### src/rtl/nand_cmd_decoder.sv
module nand_cmd_decoder #(
  parameter int COL_CYC = 2,
  parameter int ROW_CYC = 2
) (
  input  logic                   clk,
  input  logic                   rst_n,
  input  logic                   ce_n,
  input  logic                   we_n,
  input  logic                   cle,
  input  logic                   ale,
  input  logic [7:0]             io,
  input  logic                   busy,
  output logic                   op_valid,
  output logic [3:0]             op_code,
  output logic [8*COL_CYC-1:0]   op_col,
  output logic [8*ROW_CYC-1:0]   op_row,
  output logic                   err_undef,
  output logic                   err_seq,
  output logic                   err_addr,
  output logic                   err_busy
);
  localparam int AW = COL_CYC + ROW_CYC;
  localparam int CW = $clog2(AW + 2);
  localparam logic [CW-1:0] K_COL = CW'(COL_CYC);
  localparam logic [CW-1:0] K_ROW = CW'(ROW_CYC);
  localparam logic [CW-1:0] K_ALL = CW'(AW);

  localparam logic [3:0] OP_READ = 4'd0, OP_READ_CB = 4'd1, OP_PROG = 4'd2,
    OP_CACHE = 4'd3, OP_CB_PROG = 4'd4, OP_ERASE = 4'd5, OP_ROUT = 4'd6,
    OP_RIN = 4'd7, OP_ID = 4'd8, OP_RESET = 4'd9, OP_STATUS = 4'd10;

  typedef enum logic [2:0] {P_NONE, P_READ, P_PROG, P_CBP, P_ERASE, P_ROUT} pend_t;

  pend_t         pend;
  logic          rin;
  logic [CW-1:0] cnt;
  logic          we_q;

  logic          cmd_ev, addr_ev, load_open, cfm_ok, to_row;
  logic [CW-1:0] need, idx;
  logic [3:0]    cfm_op;

  wire take = we_n & ~we_q & ~ce_n;
  assign cmd_ev    = take & cle & ~ale;
  assign addr_ev   = take & ale & ~cle;
  assign load_open = (pend == P_PROG || pend == P_CBP) && !rin && cnt == K_ALL;

  always_comb begin
    if (rin || pend == P_ROUT) need = K_COL;
    else if (pend == P_ERASE)  need = K_ROW;
    else                       need = K_ALL;
    to_row = (pend == P_ERASE) || (!rin && cnt >= K_COL);
    if (pend == P_ERASE)  idx = cnt;
    else if (to_row)      idx = cnt - K_COL;
    else                  idx = cnt;
  end

  always_comb begin
    cfm_ok = 1'b0;
    cfm_op = OP_READ;
    case (io)
      8'h30: begin cfm_ok = (pend == P_READ);  cfm_op = OP_READ;    end
      8'h35: begin cfm_ok = (pend == P_READ);  cfm_op = OP_READ_CB; end
      8'h10: begin
        cfm_ok = (pend == P_PROG) || (pend == P_CBP);
        cfm_op = (pend == P_CBP) ? OP_CB_PROG : OP_PROG;
      end
      8'h15: begin cfm_ok = (pend == P_PROG);  cfm_op = OP_CACHE;   end
      8'hD0: begin cfm_ok = (pend == P_ERASE); cfm_op = OP_ERASE;   end
      8'hE0: begin cfm_ok = (pend == P_ROUT);  cfm_op = OP_ROUT;    end
      default: ;
    endcase
  end

  always_ff @(posedge clk) begin
    if (!rst_n) begin
      we_q      <= 1'b1;
      pend      <= P_NONE;
      rin       <= 1'b0;
      cnt       <= '0;
      op_valid  <= 1'b0;
      op_code   <= '0;
      op_col    <= '0;
      op_row    <= '0;
      err_undef <= 1'b0;
      err_seq   <= 1'b0;
      err_addr  <= 1'b0;
      err_busy  <= 1'b0;
    end else begin
      we_q      <= we_n;
      op_valid  <= 1'b0;
      err_undef <= 1'b0;
      err_seq   <= 1'b0;
      err_addr  <= 1'b0;
      err_busy  <= 1'b0;
      if (cmd_ev) begin
        if (io == 8'hFF) begin
          op_valid <= 1'b1;
          op_code  <= OP_RESET;
          pend     <= P_NONE;
          rin      <= 1'b0;
          cnt      <= '0;
        end else if (io == 8'h70) begin
          op_valid <= 1'b1;
          op_code  <= OP_STATUS;
        end else if (busy) begin
          err_busy <= 1'b1;
        end else begin
          case (io)
            8'h00: begin pend <= P_READ;  rin <= 1'b0; cnt <= '0; end
            8'h80: begin pend <= P_PROG;  rin <= 1'b0; cnt <= '0; end
            8'h60: begin pend <= P_ERASE; rin <= 1'b0; cnt <= '0; end
            8'h05: begin pend <= P_ROUT;  rin <= 1'b0; cnt <= '0; end
            8'h85: begin
              if (load_open) begin
                rin <= 1'b1;
                cnt <= '0;
              end else begin
                pend <= P_CBP;
                rin  <= 1'b0;
                cnt  <= '0;
              end
            end
            8'h90: begin
              op_valid <= 1'b1;
              op_code  <= OP_ID;
              pend     <= P_NONE;
              rin      <= 1'b0;
              cnt      <= '0;
            end
            8'h30, 8'h35, 8'h10, 8'h15, 8'hD0, 8'hE0: begin
              if (!cfm_ok) err_seq <= 1'b1;
              else if (rin || cnt != need) err_addr <= 1'b1;
              else begin
                op_valid <= 1'b1;
                op_code  <= cfm_op;
              end
              pend <= P_NONE;
              rin  <= 1'b0;
              cnt  <= '0;
            end
            default: begin
              err_undef <= 1'b1;
              pend      <= P_NONE;
              rin       <= 1'b0;
              cnt       <= '0;
            end
          endcase
        end
      end else if (addr_ev && !busy && pend != P_NONE) begin
        if (cnt < need) begin
          for (int i = 0; i < COL_CYC; i++)
            if (!to_row && idx == CW'(i)) op_col[8*i +: 8] <= io;
          for (int i = 0; i < ROW_CYC; i++)
            if (to_row && idx == CW'(i)) op_row[8*i +: 8] <= io;
        end
        if (rin && cnt == K_COL - 1'b1) begin
          op_valid <= 1'b1;
          op_code  <= OP_RIN;
          rin      <= 1'b0;
          cnt      <= K_ALL;
        end else if (cnt <= need) begin
          cnt <= cnt + 1'b1;
        end
      end
    end
  end
endmodule


### config.mk
export PLATFORM = sky130hd
export DESIGN_NAME = nand_cmd_decoder
export DESIGN_NICKNAME = d
export VERILOG_FILES = /design/src/rtl/nand_cmd_decoder.sv
export SDC_FILE = /design/constraint.sdc
export NUM_CORES = 1
export LEC_CHECK = 0
export BUFFER_PORTS_ARGS = -buffer_cell sky130_fd_sc_hd__buf_2
export CORE_MARGIN = 1.5
export CORE_UTILIZATION = 55
export DETAILED_ROUTE_END_ITERATION = 8
export GPL_TIMING_DRIVEN = 0
export HOLD_SLACK_MARGIN = 0.02
export PLACE_DENSITY = 0.8
export SETUP_SLACK_MARGIN = 0.02
export SLEW_MARGIN = 20
export SYNTH_ARGS = -nofsm -noshare
export SYNTH_HDL_FRONTEND = slang
export SYNTH_SLANG_ARGS = --single-unit
### constraint.sdc
create_clock -name clk -period 3.24 [get_ports clk]
set_input_delay 0.162 -clock clk [delete_from_list [all_inputs] [get_ports clk]]
set_output_delay 0.162 -clock clk [all_outputs]
set_load 0.05 [all_outputs]
* Yosys cells after proc, flatten, opt, wreduce, memory -nomap -nowiden
Cells that the tools add are included.
** Word-level totals
- Bits in registers :: 49
- Logic and storage cells :: 151
** Operators by class
- Order comparisons :: 3
- Bitwise gates (word level) :: 14
- Eq/ne operators :: 31
- Reduce and logical (&&, ||, !) cells :: 38
- $add $sub $neg :: 2
- Muxes and demuxes :: 49
** Operator list (count)
- 8-bit equality test (second input constant) :: 6
- 3-bit 2-to-1 mux :: 16
- 4-bit 2-to-1 mux :: 8
- 3-bit one-hot mux with 5 select lines :: 2
- 4-bit AND reduction :: 7
- 1-bit 2-to-1 mux :: 20
- 8-bit by 5-bit equality test with 1-bit output (second input constant) :: 2
- 8-bit by 6-bit equality test with 1-bit output (second input constant) :: 2
- 8-bit by 7-bit equality test with 1-bit output (second input constant) :: 2
- 12-bit OR reduction :: 1
- 6-bit OR reduction :: 2
- 1-bit logical AND :: 10
- 5-bit != test (second input constant) :: 2
- 3-bit by 1-bit equality test with 1-bit output (second input constant) :: 3
- 3-bit equality test (second input constant) :: 3
- 8-bit by 3-bit equality test with 1-bit output (second input constant) :: 1
- 8-bit zero test :: 1
- 1-bit NOT :: 8
- 4-bit one-hot mux with 2 select lines :: 1
- 7-bit OR reduction :: 1
- 1-bit AND :: 6
- 3-bit by 2-bit equality test with 1-bit output (second input constant) :: 2
- 3-bit != test (second input constant) :: 2
- 6-bit AND reduction :: 1
- other kinds (21) :: 28

* Depth between registers and ports, before layout
- Word-level depth :: 12
- Mapped depth :: 10
- Gate-level depth less buffers :: 9

* Least setup slack after synthesis
No wires, ideal clock.
- Path kind :: register -> register
- Start point :: register cnt[2]
- End point :: register op_col[10]
- Cell stages (with the launch flop) :: 10
- Data required time :: 3.123 ns
- Path slack :: 0.982 ns
- Arrival time :: 2.141 ns
- Clock period less this slack :: 2.258 ns
- Path through :: dfxtp_1 -> inv_1 -> ha_1 -> nand2b_1 -> a21oi_1 -> or4_1 -> or3_1 -> clkbuf_1 -> mux2i_1 -> nor2b_1
** Between the ends
- Longest elaborated chain between the ends :: 8
** RTL lines
- from (decl) :: line 36 : logic [CW-1:0] cnt;
- from (signal assigned) :: line 163 : cnt <= cnt + 1'b1;
- 3-bit by 2-bit >= comparator with 1-bit output :: line 52 : to_row = (pend == P_ERASE) || (!rin && cnt >= K_COL);
- 1-bit logical AND :: line 52
- 1-bit logical OR :: line 52
- 3-bit 2-to-1 mux :: line 54 : else if (to_row) idx = cnt - K_COL;
- 3-bit 2-to-1 mux :: line 53 : if (pend == P_ERASE) idx = cnt;
- 3-bit by 1-bit equality test with 1-bit output :: line 153 : if (!to_row && idx == CW'(i)) op_col[8*i +: 8] <= io;
- 1-bit logical AND :: line 153
- 4-bit AND reduction (no source line) (*)
- to (signal, indexed assignment) :: line 153
- to (decl) :: line 15 : output logic [8*COL_CYC-1:0] op_col,
Every way passes the cells marked *; elsewhere a longest branch is shown, timed or not.
A chain may end at the register's enable or synchronous reset.

* Worst setup path in the final report
- Start point :: register cnt[2]
- End point :: register op_col[13]
The elaborated chain is that of the path after synthesis.

==> impl_metrics.env <==
export IMPL_status="complete, no violations"
export IMPL_portBuffers=49
export IMPL_viasPerCell=5.52
export IMPL_vias=2269
export IMPL_area_growth_pct=15.6
export IMPL_grt_overflow=0
export IMPL_cp_max_fo=8
export IMPL_routedWlPerCell_um=15.1
export IMPL_synth_cell_types=61
export IMPL_track_usage_pct=24.1
export IMPL_post_cts_resized=0
export IMPL_coreArea_um2=4750
export IMPL_layout_filler_cells=411
export IMPL_drv_slew=0
export IMPL_syn_num_nets=309
export IMPL_clock_root_buffer="clkbuf_8"
export IMPL_finalSetupViolCount=0
export IMPL_antenna_found_initial=0
export IMPL_drt_initial_drc_count=121
export IMPL_fmaxAchievable_ghz=0.387
export IMPL_cap_violations=0
export IMPL_dp_hpwl_mm=4.61
export IMPL_async_flop_share_pct=0
export IMPL_fin_worst_skew_ns=0.00765
export IMPL_gp_congestion=0.890
export IMPL_grt_pass1_vias=2073
export IMPL_die_w_um=73.4
export IMPL_cts_setup_buffers=0
export IMPL_die_area_um2=5390
export IMPL_period_share_pct=79.8
export IMPL_hold_viol_final=0
export IMPL_start_util_pct=57.3
export IMPL_ant_nets=0
export IMPL_dr_pass1_iters=4
export IMPL_power_density_nw_per_um2=343
export IMPL_synth_seq_cells=49
export IMPL_rows=25
export IMPL_worstSetupStartpointType="register"
export IMPL_ys_seq_area_share_pct=36.0
export IMPL_grt_pass1_wl_mm=9.99
export IMPL_crit_type="reg -> reg"
export IMPL_clk_pin_slew_worst_paths_ns=0.10
export IMPL_insertion_delay_ns=0.31
export IMPL_worstHoldPathType="in -> reg"
export IMPL_worstMarginPinSlew_ns=0.821
export IMPL_max_slew_margin_pct=43.8
export IMPL_setup_tns_ns=0
export IMPL_synth_main_ff_cell="dfxtp_1"
export IMPL_htree_levels=2
export IMPL_cts_path_max_buffers=2
export IMPL_cp_required_ns=3.44
export IMPL_n_antenna_cell=0
export IMPL_cts_sinks=49
export IMPL_yosysTopAreaCell="dfxtp_1"
export IMPL_yosysWarningCount=0
export IMPL_synthesis_area_um2=2730
export IMPL_syn_instance_count=287
export IMPL_drive_above_1_share_pct=26.7
export IMPL_endpoint_kind="register"
export IMPL_p_leak_nw=1.38
export IMPL_hold_buffers=0
export IMPL_cts_made_buffers=5
export IMPL_synth_area_top_cells="dfxtp_1 (36%), mux2i_1 (13%), nor2b_1 (8.3%), ha_1 (3.2%), nand2_1 (3.2%)"
export IMPL_rsz0062_at_grt="no"
export IMPL_synth_edf_count=0
export IMPL_syn_area_per_cell_um2=9.50
export IMPL_hold_ws_ns=0.0441
export IMPL_ioPinCount=56
export IMPL_cts_tree="done"
export IMPL_ir_drop_uv=253
export IMPL_period_needed_ns=2.59
export IMPL_wl_mm=6.23
export IMPL_final_nets=365
export IMPL_fp_dieH_um=73.4
export IMPL_synth_top_area_share_pct=36.0
export IMPL_post_route_drc_count=0
export IMPL_crit_arrival_ns=2.79
export IMPL_grt_max_degree=19
[per-stage QoR]
stage | std cells | power [mW] | setup WS [ns] | utilization, % | area (µm²)
after floorplan | 287 | 0.681 | 0.982 | - | 2730
after global placement | 403 | 0.704 | 0.750 | 64.3 | 3060
after detailed placement | 403 | 0.705 | 0.696 | 64.3 | 3060
after CTS | 411 | 1.09 | 0.648 | 66.3 | 3150
after global routing | 411 | 1.12 | 0.472 | 66.3 | 3150
final | 411 | 1.08 | 0.654 | 66.3 | 3150
[cell usage in the layout, fill, tap and decap left out, drive strengths merged, types with 10 or more instances in the layout]
master / synthesis / layout
o21ai: 10 / 10
nand2: 25 / 25
buf: 11 / 60
clkbuf: 9 / 14
dfxtp: 49 / 49
nor2b: 36 / 36
mux2i: 36 / 36
nor2: 11 / 11
inv: 7 / 10
[power by group]
part	switching (mW)	internal, mW
Clock	0.229	0.161
Combinational	0.0534	0.0350
Sequential	0.000578	0.603
Total	0.283	0.799
[path summary, 6_finish.rpt]
check                           cells past startpoint                 endpoint  slack, ns                    start
worst max-delay path                                9  op_col[13]$_SDFFE_PN0P_       0.65      cnt[2]$_SDFFE_PN0P_
worst min-delay path                                2          we_q$_SDFF_PN1_       0.04                     we_n
worst max register to register                      9  op_col[13]$_SDFFE_PN0P_       0.65      cnt[2]$_SDFFE_PN0P_
worst min register to register                      2  op_code[1]$_SDFFE_PN0P_       0.46  op_code[1]$_SDFFE_PN0P_
[cell families after synthesis]
kind of cell	share of synthesized area [%]
simple gates	27.4
flops	36.0
compound gates	13.4
mux	13.2
buf+inv	6.43
fa+ha+maj	3.21
xor+xnor	0.321
[cell type report]
| type | instances | area [µm²] | share of cell area (%) |
|---|---|---|---|
| clock buffers | 5 | 68.8 | 2.18 |
| well taps | 67 | 83.8 | 2.66 |
| flip-flops and latches | 49 | 981 | 31.1 |
| multi-input cells | 210 | 1570 | 49.8 |
| repair buffers | 49 | 245 | 7.78 |
| clock inverters | 3 | 26.3 | 0.834 |
| plain buffers | 21 | 149 | 4.73 |
| inverters | 7 | 26.3 | 0.834 |
[synthesized netlist by cell type (5+ instances only)]
cell type / instances
clkbuf_1: 8
nand2b_1: 6
nor2b_1: 36
mux2i_1: 36
inv_1: 7
nand2_1: 23
nand3_1: 5
ha_1: 7
buf_6: 7
o21ai_0: 8
nor2_1: 10
a21oi_1: 5
dfxtp_1: 49
and2_1: 5
[critical path, stage by stage (launching register included)]
cell and delay (ns):
dfxtp_1 0.47, inv_1 0.13, ha_1 0.20, nand2b_1 0.06, a21oi_1 0.07, or4_1 0.56
or3_1 0.39, clkbuf_1 0.30, mux2i_1 0.24, nor2b_1 0.06
[sequential cells by signal (all words and copies together) (netlist names), 3 cells and up]
| name | flops |
|---|---|
| cnt | 3 |
| op_code | 4 |
| op_col | 16 |
| op_row | 16 |
| pend | 3 |
[routing by layer]
metal	track usage, %	wire length (µm)
met1	31.6	2750
met2	40.3	3080
met3	4.80	315
met4	7.20	78
met5	0	0
No activity file was read; power rests on OpenSTA's default activity.
